[config.mk]
export PLATFORM = sky130hd
export DESIGN_NAME = thread_ctx_sched
export DESIGN_NICKNAME = d
export VERILOG_FILES = /design/src/rtl/thread_ctx_pkg.sv /design/src/rtl/ctx_slot.sv /design/src/rtl/rr_pick.sv /design/src/rtl/thread_ctx_sched.sv
export SDC_FILE = /design/constraint.sdc
export NUM_CORES = 1
export LEC_CHECK = 0
export BUFFER_PORTS_ARGS = -buffer_cell sky130_fd_sc_hd__buf_2
export CAP_MARGIN = 20
export CORE_MARGIN = 3
export CORE_UTILIZATION = 49
export DETAILED_ROUTE_END_ITERATION = 6
export PLACE_DENSITY_LB_ADDON = 0.2
export SYNTH_ARGS = -nofsm -noshare
export SYNTH_HDL_FRONTEND = slang
export SYNTH_SLANG_ARGS = --single-unit
[constraint.sdc]
create_clock -name clk -period 3.35 [get_ports clk]
set_input_delay 0.67 -clock clk [delete_from_list [all_inputs] [get_ports clk]]
set_output_delay 0.67 -clock clk [all_outputs]
set_load 0.1 [all_outputs]
[src/rtl/thread_ctx_pkg.sv]
package thread_ctx_pkg;

    typedef enum logic [1:0] {
        AR_IDLE,
        AR_RUN,
        AR_BUBBLE,
        AR_SLOT
    } arb_st_e;

    typedef enum logic [1:0] {
        CS_WAIT,
        CS_READY,
        CS_RUN
    } ctx_st_e;

endpackage

[src/rtl/ctx_slot.sv]
module ctx_slot
    import thread_ctx_pkg::*;
#(
    parameter int IDX   = 0,
    parameter int EVT_W = 8
) (
    input  logic             clk,
    input  logic             rst_n,
    input  logic             arm,
    input  logic [EVT_W-1:0] arm_mask,
    input  logic             launch,
    input  logic [EVT_W-1:0] evt_sig,
    output logic             ready,
    output logic             running
);

    localparam int START_BIT = (IDX == 0) ? 0 : (IDX - 1) % EVT_W;
    localparam logic [EVT_W-1:0] ONE_HOT = {{(EVT_W-1){1'b0}}, 1'b1};
    localparam logic [EVT_W-1:0] START_MASK = (IDX == 0) ? '0 : (ONE_HOT << START_BIT);

    ctx_st_e          st_q;
    logic [EVT_W-1:0] mask_q;
    logic [EVT_W-1:0] seen_q;
    logic [EVT_W-1:0] got;

    assign got = seen_q | (evt_sig & mask_q);

    always_ff @(posedge clk) begin
        if (!rst_n) begin
            st_q   <= (IDX == 0) ? CS_READY : CS_WAIT;
            mask_q <= START_MASK;
            seen_q <= '0;
        end else if (arm) begin
            st_q   <= (arm_mask == '0) ? CS_READY : CS_WAIT;
            mask_q <= arm_mask;
            seen_q <= '0;
        end else if (launch) begin
            st_q <= CS_RUN;
        end else if (st_q == CS_WAIT) begin
            if (got == mask_q) begin
                st_q   <= CS_READY;
                mask_q <= '0;
                seen_q <= '0;
            end else begin
                seen_q <= got;
            end
        end
    end

    assign ready   = (st_q == CS_READY);
    assign running = (st_q == CS_RUN);

    AST_LAUNCH_READY: assert property (@(posedge clk) disable iff (!rst_n)
        launch |-> (st_q == CS_READY));
    AST_ARM_RUNNING: assert property (@(posedge clk) disable iff (!rst_n)
        arm |-> (st_q == CS_RUN));
    AST_NO_PARTIAL_WAKE: assert property (@(posedge clk) disable iff (!rst_n)
        (st_q == CS_WAIT && !arm && ((seen_q | evt_sig) & mask_q) != mask_q) |=> (st_q == CS_WAIT));

endmodule

[src/rtl/rr_pick.sv]
module rr_pick #(
    parameter int N     = 4,
    parameter int TID_W = 2
) (
    input  logic [N-1:0]     req,
    input  logic [TID_W-1:0] base,
    output logic             gnt_vld,
    output logic [TID_W-1:0] gnt_idx
);

    function automatic logic [TID_W-1:0] wrap_add(input logic [TID_W-1:0] b, input int o);
        int s;
        s = int'(b) + o;
        if (s >= N) s = s - N;
        return TID_W'(s);
    endfunction

    always_comb begin
        gnt_vld = 1'b0;
        gnt_idx = base;
        for (int off = 1; off <= N; off++) begin
            if (!gnt_vld && req[wrap_add(base, off)]) begin
                gnt_vld = 1'b1;
                gnt_idx = wrap_add(base, off);
            end
        end
    end

endmodule

[src/rtl/thread_ctx_sched.sv]
module thread_ctx_sched
    import thread_ctx_pkg::*;
#(
    parameter int NUM_CTX = 4,
    parameter int EVT_W   = 8,
    localparam int TID_W  = (NUM_CTX > 1) ? $clog2(NUM_CTX) : 1
) (
    input  logic             clk,
    input  logic             rst_n,
    input  logic             sw_req,
    input  logic [EVT_W-1:0] sw_mask,
    input  logic             sw_has_slot,
    input  logic [EVT_W-1:0] evt_sig,
    output logic [TID_W-1:0] cur_tid,
    output logic             cur_valid
);

    arb_st_e            st_q, st_d;
    logic [TID_W-1:0]   tid_q, tid_d;
    logic [NUM_CTX-1:0] ready, running, arm, launch;
    logic               pick_vld;
    logic [TID_W-1:0]   pick_idx;
    logic               take_sw, start_any;

    rr_pick #(.N(NUM_CTX), .TID_W(TID_W)) u_pick (
        .req     (ready),
        .base    (tid_q),
        .gnt_vld (pick_vld),
        .gnt_idx (pick_idx)
    );

    for (genvar g = 0; g < NUM_CTX; g++) begin : g_ctx
        assign arm[g]    = take_sw && (tid_q == TID_W'(g));
        assign launch[g] = start_any && (pick_idx == TID_W'(g));

        ctx_slot #(.IDX(g), .EVT_W(EVT_W)) u_slot (
            .clk      (clk),
            .rst_n    (rst_n),
            .arm      (arm[g]),
            .arm_mask (sw_mask),
            .launch   (launch[g]),
            .evt_sig  (evt_sig),
            .ready    (ready[g]),
            .running  (running[g])
        );
    end

    always_comb begin
        st_d      = st_q;
        tid_d     = tid_q;
        take_sw   = 1'b0;
        start_any = 1'b0;
        unique case (st_q)
            AR_RUN: begin
                if (sw_req) begin
                    take_sw = 1'b1;
                    st_d    = sw_has_slot ? AR_SLOT : AR_BUBBLE;
                end
            end
            AR_IDLE, AR_BUBBLE, AR_SLOT: begin
                if (pick_vld) begin
                    start_any = 1'b1;
                    tid_d     = pick_idx;
                    st_d      = AR_RUN;
                end else begin
                    st_d = AR_IDLE;
                end
            end
            default: st_d = AR_IDLE;
        endcase
    end

    always_ff @(posedge clk) begin
        if (!rst_n) begin
            st_q  <= AR_IDLE;
            tid_q <= TID_W'(NUM_CTX - 1);
        end else begin
            st_q  <= st_d;
            tid_q <= tid_d;
        end
    end

    always_comb begin
        cur_valid = (st_q == AR_RUN) || (st_q == AR_SLOT);
        cur_tid   = tid_q;
    end

    AST_ONE_RUNNING: assert property (@(posedge clk) disable iff (!rst_n)
        $onehot0(running));
    AST_BUBBLE_AFTER_SW: assert property (@(posedge clk) disable iff (!rst_n)
        (cur_valid && st_q == AR_RUN && sw_req && !sw_has_slot) |=> !cur_valid);
    AST_SLOT_KEEPS_TID: assert property (@(posedge clk) disable iff (!rst_n)
        (cur_valid && st_q == AR_RUN && sw_req && sw_has_slot) |=> (cur_valid && cur_tid == $past(cur_tid)));
    AST_IDLE_STAYS: assert property (@(posedge clk) disable iff (!rst_n)
        (!cur_valid && ready == '0) |=> !cur_valid);

endmodule

==> impl_metrics.tcl <==
set metrics [dict create \
    fmax_mhz 415 \
    drv_cap 0 \
    area_growth_pct 12.1 \
    crit_type "register to register" \
    final_nets 442 \
    async_flop_share 0 \
    cts_inserted_buffers 9 \
    die-area_sq_um 8300 \
    max_slew.worst_pin.slew_ns 0.761 \
    cts_setup_buffers 0 \
    h-tree-depth 3 \
    crit_arrival_ns 2.65 \
    yosysMostFrequentCell "dfxtp_1" \
    power_density_nw_per_um2 809 \
    final_area_sq_um 3980 \
    hp-class "register to register" \
    synth_edf_count 0 \
    outcome "complete, no violations" \
    place_hpwl_mm 6.56 \
    grt_start_max_net_pins 18 \
    instances_no_fill 519 \
    max-slew-margin-rel 0.491 \
    track_usage 0.240 \
    slew_viol_final 0 \
    placed_cells 503 \
    clk_path_buf_depth 2 \
    post-route-min-period_ns 2.41 \
    fin_setup_tns_ns 0 \
    yosys_warnings 0 \
    yosysSeqAreaShare 0.429 \
    required_ns 3.59 \
    hold_viol 0 \
    reg2reg_to "g_ctx[0].u_slot.st_q[1]" \
    die_w_um 91.1 \
    rsz0062_at_grt "false" \
    synth_top_area_cell "dfxtp_1" \
    grt_overflow 0 \
    initial_core_util 0.514 \
    ir_worst_vdd_mv 0.714 \
    path_max_fanout 12 \
    synth_commonest_cells "dfxtp_1 (76), nor2_1 (43), a21oi_1 (25), a31oi_1 (25), inv_1 (25)" \
    drtPass1Iterations 5 \
    final_antenna_net_count 0 \
    vias_per_cell 6.10 \
    grt_pass1_vias 3076 \
    synth_nets 426 \
    place.gp.congestion 0.893 \
    clock_skew_ns 0.0116 \
    syn_avg_cell_area_sq_um 8.83 \
    hold_path_end "g_ctx[2].u_slot.seen_q[3]" \
    syn_inst 402 \
    final_core_util 0.576 \
    vias 3164 \
    r2r_start "cur_tid[0]" \
    hold_buffers 0 \
    fin_ws_ns 0.942 \
    dpl_cell_area_sq_um 3710 \
    finalCritPeriodShare 0.719 \
    synth_top_cell_area_share 0.429 \
    wl_mm 9.65 \
    insertion_delay_ns 0.35 \
    pre_cts_ws_ns 0.965 \
    layout-drive-gt1-share 0.139 \
    synth-seq-cells 76 \
    reg2reg_slack_ns 0.94 \
    p_leak_nw 1.45 \
    drtIter0Drc 218 \
    port_buffers 22 \
    cts_tree "yes" \
    wl_per_cell_um 18.6 \
    path_clk_slew_ns 0.08 \
    hold_start "g_ctx[2].u_slot.seen_q[3]" \
    synth_area_leaders "dfxtp_1 (43%), a22o_1 (4.9%), nor2_1 (4.5%)" \
    nFillCells 648 \
    ys.flop_type "dfxtp_1" \
    rows 30 \
    antenna_found_initial 0 \
    cts_sinks 76 \
    drc 0 \
    startpoint_type "register" \
    reg2reg_depth 7 \
    whs_path_depth 2 \
    core_area_sq_um 6910 \
    ff_latch_area_sq_um 1520 \
    end_kind "register" \
    synth_area_sq_um 3550 \
    grt_pass1_wl_mm 15.7 \
    cts_root_buf "clkbuf_8" \
    pin_count 23 \
    setup_viol 0 \
    dieHeight_um 91.1 \
    multi_input_comb_area_sq_um 1850 \
    cts_resized 0 \
    antenna_cells 0 \
    synthDistinctLibCells 62 \
]
-- metrics by stage --
step           total power (W)  hold WS [ns]
5_1_grt                0.00339         0.491
6_report               0.00322         0.471
2_1_floorplan          0.00202         0.441
4_1_cts                0.00320         0.469
3_3_place_gp           0.00228         0.455
3_5_place_dp           0.00229         0.456
-- critical path: stages, from the launching register on --
cell	delay (ns)
dfxtp_1	0.58
inv_1	0.15
ha_1	0.38
or3b_2	0.45
a21oi_1	0.22
a311o_1	0.24
nor2_1	0.07
o211a_1	0.20
-- logic make-up after synthesis --
group | Yosys count | synth area share
flip-flops | 76 | 0.429
adder cells (fa/ha/maj) | 4 | 0.0141
multiplexers | 1 | 0.00282
buffers and inverters | 45 | 0.0504
AND/OR/NAND/NOR | 140 | 0.215
AO/OA/AOI/OAI | 136 | 0.289
-- flip-flops by register name, indices dropped and copies added (netlist names) --
name and flops:
g_ctx.u_slot.st_q 8, cur_tid 2, st_q 2, g_ctx.u_slot.seen_q 32
g_ctx.u_slot.mask_q 32
-- worst max-delay path by stage --
stage / startpoint / endpoint / slack (ns)
floorplan: cur_tid[0] / g_ctx[0].u_slot.st_q[1] / 0.42
global placement: cur_tid[0] / g_ctx[0].u_slot.st_q[1] / 1.04
detailed placement: cur_tid[0] / g_ctx[0].u_slot.st_q[1] / 0.96
CTS: cur_tid[0] / g_ctx[0].u_slot.st_q[1] / 0.97
global route: cur_tid[0] / g_ctx[2].u_slot.st_q[0] / 0.69
finish: cur_tid[0] / g_ctx[0].u_slot.st_q[1] / 0.94
-- area by class of cell --
cell class / instances / area share
multi-input cells: 281 / 0.465
flip-flops and latches: 76 / 0.383
clock inverters: 6 / 0.0343
clock buffers: 10 / 0.0321
repair buffers: 24 / 0.0315
well taps: 96 / 0.0302
inverters: 26 / 0.0245
-- where the power goes --
part,leakage [nW],total (W),switching [W],internal (W)
sequential,0.617,0.00117,0.000158,0.00101
combinational,0.704,0.00113,0.000713,0.000414
clock,0.127,0.000920,0.000348,0.000572
-- cell usage in the layout, fill, tap and decap left out, drive strengths merged, types with 3 or more instances in the layout --
master and instances:
bufinv 4, nand3 10, or3b 3, buf 24, nand2 20, o211ai 11
or4 3, inv 25, nor2 47, nand2b 14, o22ai 4, dfxtp 76
o221ai 5, nand3b 4, nor2b 17, clkbuf 10, and3 3, a221o 3
a221oi 3, nor3b 9, ha 4, and2 3, o21ai 8, a22oi 5
a21oi 25, a21boi 5, a22o 20, a31oi 25
-- per-layer routing --
metal | routed length (um) | up-vias | global-route usage
met5 | 0 | - | 0
met4 | 229 | 0 | 0.0942
met3 | 732 | 20 | 0.0505
met2 | 4370 | 124 | 0.372
met1 | 4320 | 1507 | 0.327
li1 | - | 1513 | -
No activity file was read; power rests on OpenSTA's default activity.
